$ cat src/rtl/atten_pkg.sv
package atten_pkg;
  localparam int CODE_W  = 6;
  localparam int CHAIN_W = 8;
  localparam int SYNC_N  = 2;
  typedef logic [CODE_W-1:0] code_t;
  localparam code_t CODE_MAX = '1;
endpackage

$ cat src/rtl/sync_bus.sv
module sync_bus #(
  parameter int W      = 1,
  parameter int STAGES = 2
) (
  input  logic         clk,
  input  logic         rst_n,
  input  logic [W-1:0] d,
  output logic [W-1:0] q
);
  logic [W-1:0] st [STAGES];

  always_ff @(posedge clk or negedge rst_n) begin
    if (!rst_n) begin
      for (int i = 0; i < STAGES; i++) st[i] <= '0;
    end else begin
      st[0] <= d;
      for (int i = 1; i < STAGES; i++) st[i] <= st[i-1];
    end
  end

  assign q = st[STAGES-1];
endmodule

$ cat src/rtl/rise_det.sv
module rise_det #(
  parameter int W = 1
) (
  input  logic         clk,
  input  logic         rst_n,
  input  logic [W-1:0] lvl,
  output logic [W-1:0] rise
);
  logic [W-1:0] prev;

  always_ff @(posedge clk or negedge rst_n) begin
    if (!rst_n) prev <= '0;
    else        prev <= lvl;
  end

  assign rise = lvl & ~prev;
endmodule

$ cat src/rtl/serial_chain.sv
module serial_chain #(
  parameter int DEPTH = 8
) (
  input  logic             clk,
  input  logic             rst_n,
  input  logic             shift,
  input  logic             din,
  output logic [DEPTH-1:0] stages
);
  always_ff @(posedge clk or negedge rst_n) begin
    if (!rst_n)     stages <= '0;
    else if (shift) stages <= {stages[DEPTH-2:0], din};
  end
endmodule

$ cat src/rtl/code_hold.sv
module code_hold
  import atten_pkg::*;
(
  input  logic  clk,
  input  logic  rst_n,
  input  logic  ser_sel,
  input  logic  strobe_rise,
  input  logic  strobe_lvl,
  input  code_t ser_word,
  input  code_t par_word,
  output code_t code
);
  always_ff @(posedge clk or negedge rst_n) begin
    if (!rst_n) begin
      code <= CODE_MAX;
    end else if (ser_sel) begin
      if (strobe_rise) code <= ser_word;
    end else if (strobe_lvl) begin
      code <= par_word;
    end
  end
endmodule

$ cat src/rtl/atten_ctrl.sv
module atten_ctrl
  import atten_pkg::*;
(
  input  logic              clk,
  input  logic              rst_n,
  input  logic              ser_mode,
  input  logic              latch_en,
  input  logic              ser_clk,
  input  logic              ser_in,
  input  logic [CODE_W-1:0] par_code,
  output logic              ser_out,
  output logic [CODE_W-1:0] atten_code
);
  localparam int BUS_W = CODE_W + 4;

  logic [BUS_W-1:0]   raw_bus, sync_q;
  logic               mode_s, le_s, sclk_s, sdat_s;
  code_t              par_s;
  logic [1:0]         rises;
  logic               sclk_rise, le_rise, shift_en;
  logic [CHAIN_W-1:0] sh_q;
  code_t              code_q;

  assign raw_bus = {ser_mode, latch_en, ser_clk, ser_in, par_code};

  sync_bus #(.W(BUS_W), .STAGES(SYNC_N)) u_sync (
    .clk(clk), .rst_n(rst_n), .d(raw_bus), .q(sync_q)
  );

  assign {mode_s, le_s, sclk_s, sdat_s, par_s} = sync_q;

  rise_det #(.W(2)) u_rise (
    .clk(clk), .rst_n(rst_n), .lvl({le_s, sclk_s}), .rise(rises)
  );

  assign le_rise   = rises[1];
  assign sclk_rise = rises[0];
  assign shift_en  = mode_s & ~le_s & sclk_rise;

  serial_chain #(.DEPTH(CHAIN_W)) u_chain (
    .clk(clk), .rst_n(rst_n), .shift(shift_en), .din(sdat_s), .stages(sh_q)
  );

  code_hold u_code (
    .clk(clk), .rst_n(rst_n), .ser_sel(mode_s), .strobe_rise(le_rise),
    .strobe_lvl(le_s), .ser_word(sh_q[CODE_W-1:0]), .par_word(par_s),
    .code(code_q)
  );

  assign ser_out    = sh_q[CHAIN_W-1];
  assign atten_code = code_q;
endmodule

$ cat config.mk
export PLATFORM = sky130hd
export DESIGN_NAME = atten_ctrl
export DESIGN_NICKNAME = d
export VERILOG_FILES = /design/src/rtl/atten_pkg.sv /design/src/rtl/sync_bus.sv /design/src/rtl/rise_det.sv /design/src/rtl/serial_chain.sv /design/src/rtl/code_hold.sv /design/src/rtl/atten_ctrl.sv
export SDC_FILE = /design/constraint.sdc
export NUM_CORES = 1
export LEC_CHECK = 0
export ABC_AREA = 1
export BUFFER_PORTS_ARGS = -buffer_cell sky130_fd_sc_hd__buf_4
export CORE_MARGIN = 10
export CORE_UTILIZATION = 50
export CTS_BUF_LIST = sky130_fd_sc_hd__clkbuf_8
export CTS_CLUSTER_SIZE = 10
export DETAILED_ROUTE_END_ITERATION = 10
export GPL_ROUTABILITY_DRIVEN = 0
export PLACE_DENSITY = 0.81
export SLEW_MARGIN = 20
export SYNTH_ARGS = -nofsm -noshare
export SYNTH_HDL_FRONTEND = slang
export SYNTH_HIERARCHICAL = 1
export SYNTH_SLANG_ARGS = --single-unit
$ cat constraint.sdc
create_clock -name clk -period 1.29 [get_ports clk]
set_input_delay 0.129 -clock clk [delete_from_list [all_inputs] [get_ports clk]]
set_output_delay 0.129 -clock clk [all_outputs]
set_load 0.005 [all_outputs]
After elaboration in Yosys (flattened, before gate mapping)
Cells that the tools add are included.
- equal/unequal tests: 1
- multiplexer cells: 3
- bitwise gates (word level): 5
- reductions and logical operators: 2
- operators with widths (operator ; count):
    $mux W6 ; 3
    $and A1 B1 Y1 ; 2
    $and A2 B2 Y2 ; 1
    $ne A2 B2 Y1 const B ; 1
    $not A2 Y2 ; 1
    $reduce_and A2 Y1 ; 1
    $reduce_bool A2 Y1 ; 1
    $not A1 Y1 ; 1
- flip-flop bits (word level): 36
- output and inout port bits: 7
- logic and storage cells: 16

Longest topological paths before layout
- word-level depth: 4
- mapped depth: 9
- gate-level depth less buffers: 7

By module
The synthesis kept the hierarchy.
- modules (own cells, without submodules) (module ; instances ; cells an instance ; area an instance (µm²)):
    sync_bus ; 1 ; 30 ; 575.6
    code_hold ; 1 ; 47 ; 357.8
    serial_chain ; 1 ; 34 ; 305.3
    rise_det ; 1 ; 6 ; 70.1
    atten_ctrl ; 1 ; 2 ; 10.0

Least setup slack after synthesis
Ideal clock, no wire load.
- kind: register to register
- start: reg u_sync.st, in the netlist u_sync/q[7]
- end: reg u_chain.stages[7]
- library setup time: 0.116 ns
- arrival time: 0.898 ns
- slack: 0.275 ns
- stages on the path, launching flop included: 10
- cells stage by stage: dfrtp_1 > buf_4 > inv_1 > nor2_2 > nand2_1 > nor2_2 > buf_6 > inv_2 > nand2_1 > nand2_1
- cells in the longest elaborated chain, start to end: 2
- RTL lines (what ; RTL line ; RTL):
    start, declared ; sync_bus.sv:10 ; logic [W-1:0] st [STAGES];
    $and A2 B2 Y2 ; rise_det.sv:16 ; assign rise = lvl & ~prev;
    net rises[0] ; atten_ctrl.sv:19 ; logic [1:0] rises;
    $and A1 B1 Y1 ; atten_ctrl.sv:38 ; assign shift_en = mode_s & ~le_s & sclk_rise;
    net shift_en ; atten_ctrl.sv:20 ; logic sclk_rise, le_rise, shift_en;
    end signal, assigned ; serial_chain.sv:12 ; else if (shift) stages <= {stages[DEPTH-2:0], din};
    end, declared ; serial_chain.sv:8 ; output logic [DEPTH-1:0] stages
The timed path passes the listed nets, and every way through them passes these cells.
A chain may end at the register's enable or synchronous reset.

Final worst setup path
- start: reg u_sync.st, in the netlist u_sync/q[8]
- end: reg u_code.code[5]
- cells in the longest elaborated chain, start to end: 3
- elaborated cells on any way between the ends: 4
- those cells by class: eq/ne (1); bitwise (1); reduce/logical (2)
- RTL lines (what ; RTL line ; RTL):
    $and A2 B2 Y2 ; rise_det.sv:16 ;
    net rises[1] ; atten_ctrl.sv:19 ;
    $ne A2 B2 Y1 (no source line) ; -- ;
    $reduce_and A2 Y1 (no source line) ; -- ;
    end signal, assigned ; code_hold.sv:17 ; if (strobe_rise) code <= ser_word;
    end signal, assigned ; code_hold.sv:19 ; code <= par_word;
    end, declared ; code_hold.sv:11 ; output code_t code
The timed path passes the listed nets, and every way through them passes these cells.

==> results.sh <==
export IMPL_status="completed"
export IMPL_end_kind="flip-flop"
export IMPL_grt_max_degree=37
export IMPL_core_area_um2=2500
export IMPL_ys_seq_area_frac=0.689
export IMPL_rows=18
export IMPL_final_common_cell="nand2_1"
export IMPL_p_leak_uw=0.000832
export IMPL_numCtsBuffers=5
export IMPL_fin_ws_ns=0.185
export IMPL_first_iter_violations=54
export IMPL_setup_tns_ns=0
export IMPL_synth_nets=131
export IMPL_grt_pass1_vias=841
export IMPL_setup_violations=0
export IMPL_hold_path_class="in -> async"
export IMPL_endpoint="u_code/code[5]"
export IMPL_fin_crit_sh=0.857
export IMPL_viasPerCell=4.41
export IMPL_ios=19
export IMPL_path_class="reg -> reg"
export IMPL_htreeDepth=2
export IMPL_cts_sinks=36
export IMPL_place_ws_ns=0.188
export IMPL_startpoint_type="flip-flop"
export IMPL_skew_ns=0.00413
export IMPL_clock_root_buffer="clkbuf_8"
export IMPL_layout_min_cycle_time_ns=1.11
export IMPL_cts_buffer_depth=2
export IMPL_drv_slew=0
export IMPL_avgSynthCellArea_um2=11.1
export IMPL_num_vias=777
export IMPL_synth_cells=119
export IMPL_worst_ep_arrival_time_ns=1.33
export IMPL_powerDensity_nw_per_um2=1440
export IMPL_ys_ff_latch=36
export IMPL_syn_to_final_growth_pct=22.0
export IMPL_dr_pass1_iters=4
export IMPL_rr_worst_depth=6
export IMPL_worstMarginPinSlew_ns=0.418
export IMPL_setup_worst_path_start="u_sync/q[8]"
export IMPL_syn_cell_area_um2=1320
export IMPL_postRouteAntennaNets=0
export IMPL_worst_path_max_fanout=7
export IMPL_required_ns=1.51
export IMPL_hold_ws_ns=0.325
export IMPL_ff2ff_setup_slack_ns=0.18
export IMPL_initial_utilization=0.528
export IMPL_port_buffers=18
export IMPL_worstReg2RegStart="u_sync/q[8]"
export IMPL_r2r_end="u_code/code[5]"
export IMPL_peakVddDrop_v=0.000964
export IMPL_clkSlewWorstSetupHoldPaths_ns=0.06
export IMPL_final_cells=176
export IMPL_n_antenna_cell=0
export IMPL_rsz0062_at_grt="no"
export IMPL_die_w_um=71.4
export IMPL_finalHoldViolations=0
export IMPL_relSlewSlack=0.721
export IMPL_finish_utilization=0.644
export IMPL_clkLatencyLatePin_ns=0.28
export IMPL_post_cts_buffers=0
export IMPL_mostFrequentLayoutCells="nand2_1, dfrtp_1, buf_4"
export IMPL_wire_per_inst_um=11.4
export IMPL_wl_mm=2.01
export IMPL_dieArea_um2=5090
export IMPL_final_nets=157
export IMPL_antenna_found_initial=0
export IMPL_fmax_ghz=0.905
export IMPL_die_y_um=71.4
export IMPL_ys_warn_count=6
export IMPL_drv_cap=0
export IMPL_cts_tree="yes"
export IMPL_drc=0
export IMPL_ys_types=11
export IMPL_grt_use_total=0.0867
export IMPL_layout_drive_gt1_share=0.274
export IMPL_grt_overflow=0
export IMPL_placedCellCount=157
export IMPL_grt_pass1_wl_mm=3.53
export IMPL_place_hpwl_mm=1.39
-- worst max-delay path, cell delays in order (launching register included) --
cell and delay (ns):
dfrtp_1 0.47, inv_1 0.08, nor2_2 0.19, nand2_8 0.09
nand2_4 0.09, nand2_1 0.06, nand2_1 0.06
-- how the worst min path moves through the flow --
stage	start	end	slack (ns)	cells after the start
detailed placement	rst_n	u_rise/prev[1]	0.1	1
global route	u_sync/st[17]	u_sync/q[7]	0.36	0
CTS	rst_n	u_rise/prev[1]	0.34	2
finish	rst_n	u_chain/stages[7]	0.33	2
floorplan	rst_n	u_chain/stages[0]	-0.17	0
global placement	rst_n	u_chain/stages[7]	0.09	1
-- cell usage after synthesis --
library cell,number,area [um2]
buf_4,10,75.1
buf_6,2,22.5
dfrtp_1,30,751
dfstp_2,6,158
inv_1,2,7.51
inv_2,2,7.51
nand2_1,55,206
nand2_4,2,22.5
nand2_8,1,20.0
nand3_1,6,30.0
nor2_2,3,18.8
-- metrics by stage --
step / cell area [um2] / total power (uW)
2_1_floorplan: 1320 / 1450
3_3_place_gp: 1410 / 1540
3_5_place_dp: 1410 / 1550
4_1_cts: 1610 / 2340
5_1_grt: 1610 / 2430
6_report: 1610 / 2320
-- metal layers --
layer  share of wire  up-vias  track usage
met1            0.42      347       0.0877
met4           0.022        0       0.0667
met2            0.47       21        0.137
met3           0.091        6       0.0386
li1                -      403            -
met5               0        -            0
-- final cells by class --
type                    count  area, um2
repair buffers             31        260
clock buffers               6       82.6
fillers                   181        891
inverters                   4       15.0
flip-flops and latches     36        908
well taps                  30       37.5
multi-input cells          67        298
clock inverters             2       7.51
-- kinds of logic after synthesis --
kind of cell  Yosys count  synth area share
simple gates           67             0.226
flops                  36             0.689
buf+inv                16            0.0854
-- registers in the layout, summed over array words and instances, names as in the netlist --
name / flops
u_chain/stages: 8
u_code/code: 6
u_rise/prev: 2
u_sync/q: 10
u_sync/st: 10
-- what timing repair did --
| item | 4_1_cts | 5_1_grt |
|---|---|---|
| hold buffers | 11 | 0 |
| hold endpoints to repair | 40 | 0 |
| gates resized for setup | 0 | 0 |
| setup endpoints to repair | 0 | 0 |
-- report_power, final --
part / switching [uW] / internal (uW) / leakage (uW)
Sequential: 61.0 / 1250 / 0.000427
Clock: 348 / 418 / 0.0000538
Combinational: 116 / 125 / 0.000352
(Power assumes the default switching activity.)
